File: src/rtl/usb_bus_mon_pkg.sv
`timescale 1ns/1ps
package usb_bus_mon_pkg;
  typedef enum logic [1:0] {
    LS_SE0 = 2'b00,
    LS_J   = 2'b01,
    LS_K   = 2'b10,
    LS_SE1 = 2'b11
  } line_e;

  typedef enum logic [1:0] {
    PS_ACTIVE,
    PS_SUSPEND,
    PS_SLEEP,
    PS_RESUME
  } pwr_e;

  localparam int ST_SOF = 0;
  localparam int ST_RST = 1;
  localparam int ST_SUSP = 2;
  localparam int ST_W = 3;
endpackage

File: src/rtl/usb_run_timer.sv
`timescale 1ns/1ps
// Counts consecutive cycles of a condition, saturating at MAX_CNT.
module usb_run_timer #(
  parameter int MAX_CNT = 30,
  localparam int CW = $clog2(MAX_CNT + 1)
) (
  input  logic          clk_i,
  input  logic          rst_ni,
  input  logic          hit_i,
  input  logic          restart_i,
  output logic [CW-1:0] cnt_o
);
  localparam logic [CW-1:0] SAT = CW'(MAX_CNT);

  always_ff @(posedge clk_i or negedge rst_ni) begin
    if (!rst_ni) cnt_o <= '0;
    else if (restart_i || !hit_i) cnt_o <= '0;
    else if (cnt_o != SAT) cnt_o <= cnt_o + 1'b1;
  end
endmodule

File: src/rtl/usb_sticky_status.sv
`timescale 1ns/1ps
module usb_sticky_status #(
  parameter int N = 3
) (
  input  logic         clk_i,
  input  logic         rst_ni,
  input  logic [N-1:0] set_i,
  input  logic [N-1:0] clr_i,
  input  logic [N-1:0] en_i,
  output logic [N-1:0] stat_o,
  output logic         irq_o
);
  for (genvar b = 0; b < N; b++) begin : g_bit
    always_ff @(posedge clk_i or negedge rst_ni) begin
      if (!rst_ni) stat_o[b] <= 1'b0;
      else if (set_i[b]) stat_o[b] <= 1'b1;  // set beats clear
      else if (clr_i[b]) stat_o[b] <= 1'b0;
    end
  end

  assign irq_o = |(stat_o & en_i);
endmodule

File: src/rtl/usb_pwr_seq.sv
`timescale 1ns/1ps
module usb_pwr_seq
  import usb_bus_mon_pkg::*;
#(
  parameter int TMR_W = 17
) (
  input  logic             clk_i,
  input  logic             rst_ni,
  input  logic             susp_hit_i,
  input  logic             line_idle_i,
  input  logic             wake_ok_i,
  input  logic             wake_req_i,
  input  logic             osc_stop_en_i,
  input  logic [TMR_W-1:0] osc_lim_i,
  input  logic [TMR_W-1:0] res_lim_i,
  output logic             osc_en_o,
  output logic             resume_k_o,
  output logic             idle_restart_o
);
  pwr_e             state_q;
  logic [TMR_W-1:0] tmr_q;
  logic             pend_q;

  always_ff @(posedge clk_i or negedge rst_ni) begin
    if (!rst_ni) begin
      state_q <= PS_ACTIVE;
      tmr_q   <= '0;
      pend_q  <= 1'b0;
    end else begin
      case (state_q)
        PS_ACTIVE: begin
          pend_q <= 1'b0;
          if (susp_hit_i) begin
            state_q <= PS_SUSPEND;
            tmr_q   <= '0;
          end
        end
        PS_SUSPEND, PS_SLEEP: begin
          if (!line_idle_i) begin
            state_q <= PS_ACTIVE;
            pend_q  <= 1'b0;
          end else if ((pend_q || wake_req_i) && wake_ok_i) begin
            state_q <= PS_RESUME;
            tmr_q   <= '0;
            pend_q  <= 1'b0;
          end else begin
            pend_q <= pend_q | wake_req_i;
            if (state_q == PS_SUSPEND) begin
              if (osc_stop_en_i && (tmr_q >= osc_lim_i)) state_q <= PS_SLEEP;
              else if (tmr_q != '1) tmr_q <= tmr_q + 1'b1;
            end
          end
        end
        PS_RESUME: begin
          if (tmr_q == res_lim_i) state_q <= PS_ACTIVE;
          else tmr_q <= tmr_q + 1'b1;
        end
        default: state_q <= PS_ACTIVE;
      endcase
    end
  end

  assign osc_en_o       = (state_q != PS_SLEEP);
  assign resume_k_o     = (state_q == PS_RESUME);
  assign idle_restart_o = (state_q == PS_RESUME);
endmodule

File: src/rtl/usb_bus_mon.sv
`timescale 1ns/1ps
module usb_bus_mon
  import usb_bus_mon_pkg::*;
#(
  parameter int RST_CYC    = 30,      // 2.5 us at 12 MHz
  parameter int SUSP_CYC   = 36000,   // 3 ms
  parameter int OSCOFF_CYC = 24000,   // 2 ms
  parameter int WAKE_CYC   = 60000,   // 5 ms
  parameter int RESUME_CYC = 120000   // 10 ms
) (
  input  logic            clk_i,
  input  logic            rst_ni,
  input  logic [1:0]      line_state_i,
  input  logic            sof_i,
  input  logic            fast_clk_i,
  input  logic [ST_W-1:0] int_en_i,
  input  logic [ST_W-1:0] int_clr_i,
  input  logic            osc_stop_en_i,
  input  logic            wake_req_i,
  output logic [ST_W-1:0] status_o,
  output logic            irq_o,
  output logic            osc_en_o,
  output logic            resume_k_o
);
  localparam int IDLE_MAX = (SUSP_CYC > WAKE_CYC) ? SUSP_CYC : WAKE_CYC;
  localparam int TMR_MAX  = (OSCOFF_CYC > RESUME_CYC) ? OSCOFF_CYC : RESUME_CYC;
  localparam int SE0_W    = $clog2(RST_CYC + 1);
  localparam int IDLE_W   = $clog2(IDLE_MAX + 1);
  localparam int TMR_W    = $clog2(TMR_MAX + 1);

  logic              is_se0, is_j;
  logic [SE0_W-1:0]  se0_cnt, rst_lim;
  logic [IDLE_W-1:0] idle_cnt, susp_lim, wake_lim;
  logic [TMR_W-1:0]  osc_lim, res_lim;
  logic              se0_hit, susp_hit, wake_ok, idle_restart;
  logic [ST_W-1:0]   set_vec;

  assign is_se0 = (line_state_i == LS_SE0);
  assign is_j   = (line_state_i == LS_J);

  // Limits minus one: compared against the count before this sample.
  assign rst_lim  = fast_clk_i ? SE0_W'(RST_CYC - 1)     : SE0_W'(RST_CYC / 2 - 1);
  assign susp_lim = fast_clk_i ? IDLE_W'(SUSP_CYC - 1)   : IDLE_W'(SUSP_CYC / 2 - 1);
  assign wake_lim = fast_clk_i ? IDLE_W'(WAKE_CYC - 1)   : IDLE_W'(WAKE_CYC / 2 - 1);
  assign osc_lim  = fast_clk_i ? TMR_W'(OSCOFF_CYC - 1)  : TMR_W'(OSCOFF_CYC / 2 - 1);
  assign res_lim  = fast_clk_i ? TMR_W'(RESUME_CYC - 1)  : TMR_W'(RESUME_CYC / 2 - 1);

  usb_run_timer #(.MAX_CNT(RST_CYC)) u_se0_run (
    .clk_i    (clk_i),
    .rst_ni   (rst_ni),
    .hit_i    (is_se0),
    .restart_i(1'b0),
    .cnt_o    (se0_cnt)
  );

  usb_run_timer #(.MAX_CNT(IDLE_MAX)) u_idle_run (
    .clk_i    (clk_i),
    .rst_ni   (rst_ni),
    .hit_i    (is_j),
    .restart_i(idle_restart),
    .cnt_o    (idle_cnt)
  );

  // Exact match fires once per run; the saturated count never matches again.
  assign se0_hit  = is_se0 && (se0_cnt == rst_lim);
  assign susp_hit = is_j && (idle_cnt == susp_lim);
  assign wake_ok  = is_j && (idle_cnt >= wake_lim);

  always_comb begin
    set_vec          = '0;
    set_vec[ST_SOF]  = sof_i;
    set_vec[ST_RST]  = se0_hit;
    set_vec[ST_SUSP] = susp_hit;
  end

  usb_sticky_status #(.N(ST_W)) u_status (
    .clk_i (clk_i),
    .rst_ni(rst_ni),
    .set_i (set_vec),
    .clr_i (int_clr_i),
    .en_i  (int_en_i),
    .stat_o(status_o),
    .irq_o (irq_o)
  );

  usb_pwr_seq #(.TMR_W(TMR_W)) u_pwr (
    .clk_i         (clk_i),
    .rst_ni        (rst_ni),
    .susp_hit_i    (susp_hit),
    .line_idle_i   (is_j),
    .wake_ok_i     (wake_ok),
    .wake_req_i    (wake_req_i),
    .osc_stop_en_i (osc_stop_en_i),
    .osc_lim_i     (osc_lim),
    .res_lim_i     (res_lim),
    .osc_en_o      (osc_en_o),
    .resume_k_o    (resume_k_o),
    .idle_restart_o(idle_restart)
  );
endmodule

File: config.mk
export PLATFORM = sky130hd
export DESIGN_NAME = usb_bus_mon
export DESIGN_NICKNAME = d
export VERILOG_FILES = /design/src/rtl/usb_bus_mon_pkg.sv /design/src/rtl/usb_run_timer.sv /design/src/rtl/usb_sticky_status.sv /design/src/rtl/usb_pwr_seq.sv /design/src/rtl/usb_bus_mon.sv
export SDC_FILE = /design/constraint.sdc
export NUM_CORES = 1
export LEC_CHECK = 0
export ABC_CLOCK_PERIOD_IN_PS = 3100
export BUFFER_PORTS_ARGS = -buffer_cell sky130_fd_sc_hd__buf_4
export CELL_PAD_IN_SITES_DETAIL_PLACEMENT = 1
export CELL_PAD_IN_SITES_GLOBAL_PLACEMENT = 1
export CORE_ASPECT_RATIO = 0.5
export CORE_MARGIN = 2
export CORE_UTILIZATION = 47
export DETAILED_ROUTE_END_ITERATION = 6
export GPL_TIMING_DRIVEN = 0
export MAX_ROUTING_LAYER = met4
export PLACE_DENSITY_LB_ADDON = 0.12
export SKIP_LAST_GASP = 1
export SLEW_MARGIN = 15
export SYNTH_ARGS = -nofsm -noshare
export SYNTH_HDL_FRONTEND = slang
export SYNTH_SLANG_ARGS = --single-unit
File: constraint.sdc
create_clock -name clk_i -period 3.1 [get_ports clk_i]
set_input_delay 0 -clock clk_i [delete_from_list [all_inputs] [get_ports clk_i]]
set_output_delay 0 -clock clk_i [all_outputs]
set_load 0.05 [all_outputs]
==> impl_metrics.json <==
{
  "dp.cells": 446,
  "yosys_warnings": 0,
  "powerDensity_nw_per_um2": 584,
  "vdd_drop_max_mv": 0.219,
  "h-tree-depth": 2,
  "path_max_fanout": 10,
  "cts_made_buffers": 5,
  "grt_pass1_wl_mm": 14.1,
  "tightest_slew_ps": 590,
  "fin_crit_sh_pct": 96.2,
  "io_pins": 20,
  "status": "complete, no violations",
  "cts_root_buffer": "clkbuf_16",
  "layoutNonFillerInstCount": 463,
  "p_clk_share_pct": 28.4,
  "synth_edf_count": 0,
  "drt_first_pass_iters": 6,
  "core_um2": 6260,
  "post_cts_buffers": 0,
  "routed_wl_mm": 8.49,
  "cts_tree": "yes",
  "synth_area_um2": 3130,
  "dpl.hpwl_mm": 6.14,
  "intPower_uw": 1330,
  "grt_pass1_vias": 2912,
  "min_period_ps": 2980,
  "netlist_instances": 339,
  "drt-initial-drc-count": 129,
  "antenna_found_initial": 0,
  "cts.path.max_buffers": 2,
  "timing.final.ws_setup_ps": 117,
  "pwr-share-seq_pct": 30.3,
  "start_util_pct": 50.0,
  "ant_nets": 0,
  "ys_ff_latch": 44,
  "dieArea_um2": 7370,
  "fin_nets": 415,
  "area_growth_syn_to_layout_pct": 16.5,
  "place_congestion": 0.815,
  "min_path_type": "in -> async",
  "p_comb_share_pct": 41.3,
  "synth_top_cell_by_area": "dfrtp_1",
  "overflow": 0,
  "clk_pin_slew_ps": 60,
  "routed_via_density": 5.93,
  "finalSetupViolations": 0,
  "synth_top_area_share_pct": 35.2,
  "relSlewSlack_pct": 60.7,
  "grt_use_total_pct": 25.5,
  "clock_skew_ps": 7.35,
  "clk_latency_ps": 290,
  "setup_tns_ps": 0,
  "fin_util_pct": 58.3,
  "yosys_most_used_dff": "dfrtp_1",
  "num_antenna_cells": 0,
  "placementRows": 20,
  "power_switching_uw": 795,
  "drive_gt1_share_pct": 13.3,
  "timing.rr.end": "u_pwr.tmr_q[4]",
  "synth.net_count": 380,
  "wl_per_cell_um": 18.3,
  "ys_async_sr_fraction_pct": 100,
  "cts_sinks": 44,
  "hold_viol": 0,
  "rsz0062_at_grt": "false",
  "dieHeight_um": 61.7,
  "seq_area_frac_synth_pct": 35.2,
  "dpl_worst_slack_ps": 46.6,
  "fin_hold_ws_ps": 258,
  "io_buffer_count": 19,
  "maxSlewViolCount": 0,
  "fmax_mhz": 335,
  "worstSetupPathType": "reg -> reg",
  "fp.dieW_um": 119,
  "p_leak_uw": 0.00160,
  "p_sw_share_pct": 37.3,
  "grt_max_degree": 45,
  "reg2reg_depth": 14,
  "synthDistinctLibCells": 62,
  "critPathArrivalTime_ps": 3160,
  "endpoint_kind": "register",
  "r2r_setup_slack_ps": 120,
  "drv_cap": 0,
  "vias": 2747,
  "r2r-start": "u_pwr.tmr_q[0]",
  "remaining_drc_errors": 0,
  "yosys-top-cells-area": "dfrtp_1, ha_1, nor2_1",
  "worst_ep_required_time_ps": 3280,
  "crit_path_start_kind": "register",
  "synth.avg_cell_area_um2": 9.23
}
## stage by stage
stage,area (µm²),total power (µW)
floorplan,3130,1290
global placement,3380,1470
detailed placement,3380,1510
CTS,3640,2140
global route,3650,2260
finish,3650,2130
## power groups by stage
stage	Sequential (µW)	Clock [µW]	Combinational, µW
floorplan	648	0	639
global placement	651	0	816
detailed placement	656	0	858
CTS	645	620	875
global route	649	648	962
finish	644	605	880
## cell usage after synthesis (4+ instances only)
cell type / count
ha_1: 27
nand2_1: 19
o21ai_0: 9
a211o_1: 10
buf_2: 6
nor3_1: 4
xnor2_1: 7
xor2_1: 8
a22o_1: 10
inv_1: 23
a21o_1: 4
nand4_1: 9
o21ai_1: 4
a211oi_1: 6
a21oi_1: 11
nand3_1: 22
dfrtp_1: 44
nor2_1: 43
nor4_1: 6
## how the worst max path moves through the flow
stage | to | slack (ps) | from | depth (start not counted)
after floorplan | u_pwr.tmr_q[8] | 530 | u_pwr.tmr_q[0] | 14
after global placement | u_pwr.tmr_q[4] | 80 | u_pwr.tmr_q[0] | 14
after detailed placement | u_pwr.tmr_q[15] | 50 | u_pwr.tmr_q[0] | 14
after CTS | u_pwr.tmr_q[4] | 20 | u_pwr.tmr_q[0] | 14
after global routing | u_pwr.tmr_q[5] | 3 | u_pwr.tmr_q[0] | 14
final | u_pwr.tmr_q[4] | 120 | u_pwr.tmr_q[0] | 14
## final cells by class
class                   count  area (µm²)
clock inverters             3        42.5
well taps                  88         110
fillers                   727        2610
clock buffers               5         125
plain buffers              12        86.3
inverters                  23        86.3
multi-input cells         260        1860
repair buffers             28         233
flip-flops and latches     44        1100
## cell families after synthesis
kind of cell,synth area share [%]
AND/OR/NAND/NOR,23.7
AO/OA/AOI/OAI,19.6
flip-flops,35.2
buffers and inverters,5.52
adder cells (fa/ha/maj),10.8
XOR/XNOR,4.20
multiplexers,0.999
## routing by layer
| metal | wire (µm) | track usage (%) | up-vias |
|---|---|---|---|
| met2 | 4180 | 47.5 | 24 |
| met5 | 0 | - | - |
| met3 | 170 | 4.65 | 11 |
| met1 | 4050 | 29.7 | 1395 |
| met4 | 91 | 6.55 | 0 |
| li1 | - | - | 1317 |
## critical path, cell delays in order (launching register included)
cell and delay (ps):
dfrtp_1 400, ha_1 240, nand2_1 130, nor2_4 180
nand2_1 90, or4_1 560, nor2_1 180, ha_1 180
a21oi_1 60, o21ai_0 80, o22a_1 170, buf_6 150
nor3b_4 80, buf_6 150, a22o_1 210
## cell usage in the layout, fill, tap and decap left out, types with 3 or more instances in the layout
master	instances
o21ai_0	9
nor2b_1	3
xor2_1	8
nand2b_1	3
clkbuf_16	5
and3_1	3
buf_4	19
buf_2	6
nor3_1	4
nand4_1	9
xnor2_1	7
a211o_1	10
buf_6	3
a21o_1	4
a21oi_1	11
a31o_1	3
o21ai_1	4
a211oi_1	6
nand3_1	22
ha_1	27
nor2_1	42
dlygate4sd3_1	9
nand2_1	19
dfrtp_1	44
nor4_1	6
a22o_1	10
a31oi_1	3
inv_1	23
## sequential cells by signal, summed over array words and instances (netlist names)
| register | count |
|---|---|
| u_idle_run.cnt_o | 16 |
| u_pwr.pend_q | 1 |
| u_pwr.state_q | 2 |
| u_pwr.tmr_q | 17 |
| u_se0_run.cnt_o | 5 |
| u_status.stat_o | 3 |
## repair_timing
| item | in CTS | in global routing |
|---|---|---|
| setup endpoints to repair | 0 | 12 |
| resized for setup | 0 | 2 |
| endpoints found under the hold margin | 51 | 0 |
| hold buffers | 9 | 0 |
Note: power is estimated with default switching activity, not from simulation.
